### src/rtl/usb_bulk_in_pingpong.sv
module usb_bulk_in_pingpong #(
  parameter int DATA_W     = 8,
  parameter int BANK_BYTES = 64
) (
  input  logic                             clk,
  input  logic                             rst_n,
  input  logic                             wr_valid,
  input  logic [DATA_W-1:0]                wr_data,
  input  logic                             wr_is_dma,
  output logic                             wr_ready,
  input  logic                             eop_cmd,
  input  logic                             auto_toggle_en,
  input  logic                             buf_clear,
  input  logic                             dma_en,
  input  logic                             dma_tc,
  input  logic                             dma_unmask,
  output logic                             dma_req,
  input  logic                             sie_rd,
  output logic [DATA_W-1:0]                sie_data,
  output logic [$clog2(BANK_BYTES+1)-1:0]  sie_count,
  input  logic                             sie_ack,
  input  logic                             sie_retry,
  input  logic                             in_token,
  output logic                             reply_nak,
  output logic                             reply_zlp,
  output logic                             tx_en
);
  localparam int AW = $clog2(BANK_BYTES);
  localparam int CW = $clog2(BANK_BYTES+1);
  localparam logic [CW-1:0] FULL = CW'(BANK_BYTES);

  logic [DATA_W-1:0] mem [0:2*BANK_BYTES-1];
  logic          cpu_sel, eop_pend, last_dma, sie_zlp, dma_mask;
  logic [CW-1:0] cpu_cnt, sie_cnt, sie_ptr;

  logic cpu_full, cpu_done, sie_busy, swap, wr_fire, ack_fire, rd_fire;

  assign cpu_full = (cpu_cnt == FULL);
  assign cpu_done = eop_pend | (cpu_full & (~last_dma | auto_toggle_en));
  assign sie_busy = (sie_cnt != '0) | sie_zlp;
  assign swap     = cpu_done & ~sie_busy & ~buf_clear;
  assign wr_ready = ~cpu_full & ~eop_pend;
  assign wr_fire  = wr_valid & wr_ready & ~buf_clear;
  assign ack_fire = sie_ack & sie_busy & ~buf_clear;
  assign rd_fire  = sie_rd & (sie_ptr < sie_cnt);

  assign dma_req   = dma_en & ~dma_mask & wr_ready;
  assign sie_count = sie_cnt;
  assign sie_data  = mem[{~cpu_sel, sie_ptr[AW-1:0]}];
  assign reply_nak = in_token & (~tx_en | ~sie_busy);
  assign reply_zlp = in_token & tx_en & sie_zlp;

  always_ff @(posedge clk)
    if (wr_fire) mem[{cpu_sel, cpu_cnt[AW-1:0]}] <= wr_data;

  always_ff @(posedge clk) begin
    if (!rst_n) begin
      cpu_sel  <= 1'b0;
      cpu_cnt  <= '0;
      eop_pend <= 1'b0;
      last_dma <= 1'b0;
      sie_cnt  <= '0;
      sie_ptr  <= '0;
      sie_zlp  <= 1'b0;
      tx_en    <= 1'b0;
    end else if (buf_clear) begin
      cpu_cnt  <= '0;
      eop_pend <= 1'b0;
      last_dma <= 1'b0;
      sie_cnt  <= '0;
      sie_ptr  <= '0;
      sie_zlp  <= 1'b0;
      tx_en    <= 1'b0;
    end else begin
      if (wr_fire) begin
        cpu_cnt  <= cpu_cnt + 1'b1;
        last_dma <= wr_is_dma;
      end
      if (eop_cmd) eop_pend <= 1'b1;
      if (swap) begin
        cpu_sel  <= ~cpu_sel;
        cpu_cnt  <= '0;
        eop_pend <= 1'b0;
        last_dma <= 1'b0;
        sie_cnt  <= cpu_cnt;
        sie_ptr  <= '0;
        sie_zlp  <= (cpu_cnt == '0);
        tx_en    <= 1'b1;
      end else if (ack_fire) begin
        sie_cnt  <= '0;
        sie_ptr  <= '0;
        sie_zlp  <= 1'b0;
        tx_en    <= 1'b0;
      end else if (sie_retry) begin
        sie_ptr  <= '0;
      end else if (rd_fire) begin
        sie_ptr  <= sie_ptr + 1'b1;
      end
    end
  end

  always_ff @(posedge clk) begin
    if (!rst_n)          dma_mask <= 1'b0;
    else if (dma_tc)     dma_mask <= 1'b1;
    else if (dma_unmask) dma_mask <= 1'b0;
  end

  p_swap_sets_tx_r2: assert property (@(posedge clk) disable iff (!rst_n)
    (sie_cnt != '0 && $past(sie_cnt) == '0) |-> tx_en);
  p_cnt_bound_r2: assert property (@(posedge clk) disable iff (!rst_n)
    (cpu_cnt <= FULL) && (sie_cnt <= FULL));
  p_hold_sie_r3: assert property (@(posedge clk) disable iff (!rst_n)
    (sie_cnt != '0 && !sie_ack && !buf_clear) |=> (sie_cnt == $past(sie_cnt)));
  p_nak_when_off_r7: assert property (@(posedge clk) disable iff (!rst_n)
    (in_token && !tx_en) |-> reply_nak);
  p_no_req_full_r9: assert property (@(posedge clk) disable iff (!rst_n)
    !wr_ready |-> !dma_req);
  p_tc_masks_r10: assert property (@(posedge clk) disable iff (!rst_n)
    dma_tc |=> !dma_req);
  p_clear_r11: assert property (@(posedge clk) disable iff (!rst_n)
    buf_clear |=> (!tx_en && sie_count == '0));
  p_ack_drops_tx_r12: assert property (@(posedge clk) disable iff (!rst_n)
    (sie_ack && sie_busy && !buf_clear) |=> !tx_en);
endmodule

### config.mk
export PLATFORM = sky130hd
export DESIGN_NAME = usb_bulk_in_pingpong
export DESIGN_NICKNAME = d
export VERILOG_FILES = /design/src/rtl/usb_bulk_in_pingpong.sv
export SDC_FILE = /design/constraint.sdc
export NUM_CORES = 1
export LEC_CHECK = 0
export ABC_AREA = 1
export CAP_MARGIN = 20
export CELL_PAD_IN_SITES_DETAIL_PLACEMENT = 1
export CELL_PAD_IN_SITES_GLOBAL_PLACEMENT = 1
export CORE_MARGIN = 3
export CORE_UTILIZATION = 35
export CTS_BUF_LIST = sky130_fd_sc_hd__clkbuf_16
export CTS_CLUSTER_SIZE = 20
export DETAILED_ROUTE_END_ITERATION = 10
export DONT_BUFFER_PORTS = 1
export GPL_ROUTABILITY_DRIVEN = 0
export PLACE_DENSITY = 0.69
export SYNTH_ARGS = -nofsm -noshare
export SYNTH_HDL_FRONTEND = slang
export SYNTH_SLANG_ARGS = --single-unit
### constraint.sdc
create_clock -name clk -period 2.41 [get_ports clk]
set_input_delay 0.6025 -clock clk [delete_from_list [all_inputs] [get_ports clk]]
set_output_delay 0.6025 -clock clk [all_outputs]
set_load 0.02 [all_outputs]
==> impl_metrics.tcl, run 1 <==
set metrics [dict create \
    die_h_um 365.0 \
    total_power_mw 37.21 \
    drc 0 \
    hold_slack_ns 0.05044 \
    drive_gt1_frac 0.1813 \
    nets 4758 \
    synthTopCellsByCount "nand2_1 (1320), edfxtp_1 (1024), nor2_1 (597), nand3_1 (439), inv_1 (403)" \
    synth_top_family_by_area "simple AND/OR/NAND/NOR gates" \
    htree_levels 3 \
    vdd_drop_max_v 0.0005724 \
    syn_inst 4327 \
    die_area_mm2 0.1332 \
    yosys_warnings 0 \
    critical_path.max_fanout 13 \
    tightestPinTransition_ns 0.6099 \
    grt.total_usage 0.2229 \
    slew_violations 0 \
    p_leak_nw 22.27 \
    seq_area_frac_synth 0.6937 \
    cp-start-kind "flop" \
    grtUsageMet1 0.2985 \
    yosys.area.top_type "edfxtp_1" \
    finClkSkew_ns 0.02083 \
    synth_fp_nets 4358 \
    async_reset_ff_frac 0 \
    io_pins 42 \
    hold_viol_final 0 \
    synth_cell_types 38 \
    rsz0062_at_grt "true" \
    comb_power_share 0.008 \
    yosys.area_share.adder 0.002496 \
    first_pass_iters 5 \
    cp-end-kind "output pin" \
    slowest_delay_ns 0.39 \
    ant_nets 0 \
    ys.flop_type "edfxtp_1" \
    die_x_um 365.0 \
    dr_total_vias 33340 \
    crit_slowest_cell "dfxtp_4" \
    yosysMostFrequentCell "nand2_1" \
    post-route-period-util 1.490 \
    yosysTopAreaCellShare 0.6817 \
    dp_hpwl_mm 86.22 \
    cellPowerDensity_mw_per_mm2 665.9 \
    synth_compound_area_frac 0.02682 \
    ys_ff_latch 1051 \
    synth-edff-count 1024 \
    portBuffers 0 \
    power_frac_seq 0.539 \
    hold_class "input pin to flop" \
    vias_per_cell 5.142 \
    status "finished with violations" \
    p_sw_frac 0.2014 \
    grt_pass1_wl_mm 222.8 \
    fin_ws_ns -1.182 \
    wl_mm 149.3 \
    drt_iter0_markers 3137 \
    clock-root-buffer "clkbuf_16" \
    synth_area_per_cell_um2 10.42 \
    insertion_delay_ns 0.70 \
    synth_mux_area_frac 0 \
    grt_remaining_overflow 0 \
    first_global_vias 35420 \
    clk_pin_slew_ns 0.06 \
    fmax_mhz 278.4 \
    cts_sinks 1051 \
    routedWlPerCell_um 23.03 \
    antenna_found_initial 1 \
    required_ns 1.81 \
    synthSimpleGateAreaFrac 0.2139 \
    relSlewSlack 0.5920 \
    start_util 0.3533 \
    antenna_cells 0 \
    grt_util_met2 0.3727 \
    postPlaceCellArea_mm2 0.04997 \
    cts_tree "built" \
    path_class "flop to output pin" \
    clk_path_buf_depth 3 \
    numCtsBuffers 113 \
    synth_area_mm2 0.04511 \
    clkPwrFrac 0.453 \
    grt_busiest_layer "met2" \
    crit_chain "buf_12, inv_8, buf_16, buf_12, buf_4, o21ai_2, nand2_1, nand2_1, nand3_2, nor2_4, nor2_4, nor2_4, nor2_4, buf_6" \
    synth_area_leaders "edfxtp_1 (68%), nand2_1 (11%), nor2_1 (5.0%), nand3_1 (4.9%), inv_1 (3.4%)" \
    internal_power_mw 29.72 \
    setup_viol 9 \
    use_met3 0.03213 \
    arrival_ns 2.99 \
    min_period_ns 3.592 \
    syn2layout_area_growth_pct 23.89 \
    synth_xor_area_frac 0.0007767 \
    grt_max_degree 129 \
    design.core.area_mm2 0.1277 \
    dp_slack_ns -1.252 \
    drv_cap 0 \
    worst_path_most_repeated_cell "nor2_4" \
    violations "negative setup slack" \
    final_cell_area_mm2 0.05588 \
    switching_power_mw 7.495 \
    rows 131 \
]
kinds of logic (layout without fill, tap and decap cells):
| kind of cell | count (synthesis) | in the layout |
|---|---|---|
| simple gates | 2387 | 2387 |
| flops | 1051 | 1051 |
| buf+inv | 637 | 1131 |
| compound gates | 239 | 239 |
| fa+ha+maj | 9 | 9 |
| xor+xnor | 4 | 4 |
state kept, by name, summed over array words and instances, names as in the netlist:
name / cells
sie_ptr: 7
sie_count: 7
cpu_sel: 1
tx_en: 1
sie_zlp: 1
cpu_cnt: 7
eop_pend: 1
dma_mask: 1
mem: 1024
last_dma: 1
path summary, 6_finish.rpt:
check	startpoint	endpoint	slack, ns	cells past startpoint
worst max-delay path	sie_ptr[0]$_SDFFE_PP0P_	sie_data[0]	-1.18	14
worst min-delay path	wr_data[1]	mem[63][1]$_DFFE_PP_	0.05	0
worst max register to register	cpu_sel$_SDFFE_PN0P_	mem[74][4]$_DFFE_PP_	0.05	7
worst min register to register	eop_pend$_SDFFE_PP0P_	eop_pend$_SDFFE_PP0P_	0.51	2
routing by layer:
| metal | vias up | part of all wire | wire length, um |
|---|---|---|---|
| met5 | - | 0 | 0 |
| met4 | 0 | 0.030 | 4515 |
| met3 | 261 | 0.063 | 9376 |
| met2 | 1147 | 0.48 | 72020 |
| met1 | 16840 | 0.42 | 63420 |
| li1 | 15090 | - | - |
placed cells by master, fill, tap and decap left out, types with 6 or more instances in the layout:
master	Yosys	routed
clkinvlp_4	0	9
buf_4	15	374
buf_16	0	23
bufbuf_16	0	9
inv_1	403	428
o21ai_0	180	142
buf_6	26	19
edfxtp_1	1024	1024
nand4_1	6	6
nor2_2	1	50
o21ai_1	17	48
nand2_1	1320	1275
clkinv_2	0	11
o21ai_2	1	7
dfxtp_2	0	7
inv_2	5	15
a21oi_1	37	32
dfxtp_1	27	17
nand2_2	1	38
clkinv_1	4	26
nor2_1	597	507
ha_1	9	8
buf_12	1	61
bufinv_16	0	8
nand3_4	0	7
nand3_2	7	32
nand3_1	439	407
clkbuf_16	0	118
nor2_4	2	43
dlygate4sd3_1	0	12
nand2_4	0	8
critical path: cells and delay by family (launching register included):
family | cells | cell delay, ns
simple gates | 7 | 0.89
buf+inv | 6 | 0.85
flops | 1 | 0.39
compound gates | 1 | 0.13
power by group through the flow:
stage               registers [mW]  clock network (mW)  logic, mW
floorplan                     20.4                   0      0.100
global placement              20.4                   0      0.205
detailed placement            20.4                   0      0.208
CTS                           20.0                17.1      0.292
global route                  20.0                17.8      0.331
finish                        20.1                16.8      0.313
timing repair:
action	CTS	global route
buffers inserted	35	8
hold buffers	13	1
gates resized for setup	284	67
hold endpoints to repair	39	2
pin swaps	67	49
gates cloned	24	1
endpoints found under the setup margin	19	84
stage by stage:
step / util / setup TNS (ns) / std cells
after detailed placement: 0.3914 / -6.171 / 6197
after global routing: 0.4377 / -10.43 / 6483
after CTS: 0.4352 / -8.912 / 6474
after global placement: 0.3914 / -6.036 / 6197
final: 0.4377 / -9.095 / 6483
after floorplan: - / -1.249 / 4327
layout make-up:
| class | instances | area [um2] |
|---|---|---|
| clock buffer | 117 | 2928 |
| clock inverter | 92 | 624.3 |
| fill | 13830 | 71800 |
| inverter | 415 | 1608 |
| multi-input combinational | 2639 | 11900 |
| sequential | 1051 | 31310 |
| tap | 1662 | 2079 |
| timing repair buffer | 504 | 5389 |
| timing repair inverter | 3 | 43.79 |
Power figures use the tool's default switching activity.
==> inputs of run 2 (changes only) <==
CORE_UTILIZATION = 30   (was 35)
CTS_CLUSTER_DIAMETER = 60   (was unset)
PLACE_DENSITY = 0.62   (was 0.69)
==> impl_metrics.tcl, run 2 (same netlist as run 1, synthesis figures left out) <==
set metrics [dict create \
    routedWlPerCell_um 21.56 \
    required_ns 1.81 \
    setup_viol 8 \
    dr_total_vias 32550 \
    seqCellArea_mm2 0.03131 \
    ant_nets 0 \
    layout.cells.most_common "nand2_1" \
    cp-start-kind "flop" \
    violations "negative setup slack" \
    drc 0 \
    min_period_ns 3.540 \
    largest_reg_flops 1024 \
    final_cell_mix "nand2_1 (1278), edfxtp_1 (1024), nor2_1 (521), inv_1 (396), nand3_1 (394)" \
    drt_iter0_markers 2405 \
    first_pass_iters 7 \
    io_pins 42 \
    postPlaceCellArea_mm2 0.05050 \
    path_class "flop to output pin" \
    status "finished with violations" \
    critical_path.max_fanout 10 \
    fin_ws_ns -1.130 \
    tightestPinTransition_ns 0.9327 \
    final_cell_area_mm2 0.05653 \
    cts_sinks 1051 \
    fillers 16520 \
    dp_hpwl_mm 85.38 \
    nets 4762 \
    wl_mm 146.9 \
    start_util 0.3037 \
    p_leak_nw 22.26 \
    clk_path_buf_depth 3 \
    rows 141 \
    post-route-period-util 1.469 \
    vdd_drop_max_v 0.0005846 \
    cellPowerDensity_mw_per_mm2 650.7 \
    drv_cap 0 \
    finClkSkew_ns 0.04313 \
    clk_pin_slew_ns 0.07 \
    cts_tree "built" \
    relSlewSlack 0.3761 \
    hold_viol_final 0 \
    grt_remaining_overflow 0 \
    grt.total_usage 0.1853 \
    rsz0062_at_grt "true" \
    die_h_um 393.8 \
    cp-end-kind "output pin" \
    grt_max_degree 129 \
    die_x_um 393.8 \
    numCtsBuffers 96 \
    slew_violations 0 \
    setup_tns_ns -8.826 \
    syn2layout_area_growth_pct 25.33 \
    die_area_mm2 0.1550 \
    htree_levels 3 \
    arrival_ns 2.94 \
    first_global_vias 34090 \
    design.core.area_mm2 0.1485 \
    hold_class "input pin to flop" \
    clock-root-buffer "clkbuf_16" \
    insertion_delay_ns 0.71 \
    antenna_found_initial 1 \
    multi_input_area_mm2 0.01185 \
    drive_gt1_frac 0.1872 \
    fmax_mhz 282.5 \
    portBuffers 0 \
    hold_slack_ns 0.05045 \
    utilization 0.3806 \
    grt_pass1_wl_mm 217.4 \
    vias_per_cell 4.775 \
]
==> run 2: changes by cell type in the layout (fill, tap and decap cells not counted), moves of 13 or more <==
cell	before	now
clkinv_1	26	8
clkbuf_16	118	104
nand3_1	407	394
nor2_1	507	521
nand3_2	32	49
inv_8	1	14
inv_1	428	396
==> run 2: cell type report <==
| cell class | count | share of cell area |
|---|---|---|
| Timing Repair inverter | 2 | 0.0007082 |
| Sequential cell | 1051 | 0.5539 |
| Clock buffer | 100 | 0.04427 |
| Multi-Input combinational cell | 2639 | 0.2096 |
| Inverter | 415 | 0.02815 |
| Timing Repair Buffer | 526 | 0.1039 |
| Antenna cell | 2 | 0.00008853 |
| Clock inverter | 79 | 0.01507 |
| Tap cell | 2002 | 0.04431 |
==> run 2: power by group <==
part           switching [mW]  total [mW]  internal (mW)  leakage [nW]
clock                    7.68        16.4           8.72          1.65
combinational           0.235       0.351          0.116          11.2
sequential            0.00606        20.0           20.0          9.43
total                    7.92        36.8           28.9          22.3
==> run 2: critical path, stage by stage, from the launching register on <==
cell and delay (ns):
dfxtp_4 0.38, buf_12 0.19, inv_16 0.09, bufbuf_16 0.29, nand2_1 0.05, nand3_1 0.07, nand3_1 0.11, nand2_1 0.08
nor2_2 0.17, nand2_1 0.14, nand2_1 0.10, nor2_2 0.06, nor2_4 0.16, nor2_2 0.07, buf_4 0.14, buf_6 0.12
==> run 2: metrics by stage <==
stage                     setup WS, ns  power (mW)  cells
after CTS                       -1.149       37.03   6794
after detailed placement       -0.9302       20.66   6541
final                           -1.130       36.78   6816
after global placement         -0.9432       20.66   6541
after floorplan               -0.05203       20.55   4327
after global routing            -1.268       37.79   6814
==> run 2: final timing paths <==
check                                from                     to  slack [ns]  cells after the start
hold reg to reg     eop_pend$_SDFFE_PP0P_  eop_pend$_SDFFE_PP0P_        0.49                      2
hold / removal                 wr_data[1]  mem[126][1]$_DFFE_PP_        0.05                      0
setup reg to reg     cpu_sel$_SDFFE_PN0P_   mem[85][4]$_DFFE_PP_        0.07                      5
setup / recovery  sie_ptr[0]$_SDFFE_PP0P_            sie_data[4]       -1.13                     15
==> run 2: metal layers <==
| metal | part of all wire | up-vias | global-route usage | wire (um) |
|---|---|---|---|---|
| met4 | 0.025 | 0 | 0.05120 | 3719 |
| met5 | 0 | - | 0 | 0 |
| met1 | 0.45 | 16460 | 0.2541 | 66240 |
| met2 | 0.47 | 765 | 0.3022 | 69200 |
| li1 | - | 15130 | - | - |
| met3 | 0.053 | 194 | 0.03235 | 7768 |
==> run 2: repair_timing <==
item                                   4_1_cts  5_1_grt
gates cloned                                25        4
endpoints found under the hold margin       19       30
pin swaps                                   68       31
buffers inserted                            44        5
resized for setup                          259       80
hold buffers                                 8       11
setup endpoints to repair                   11       69
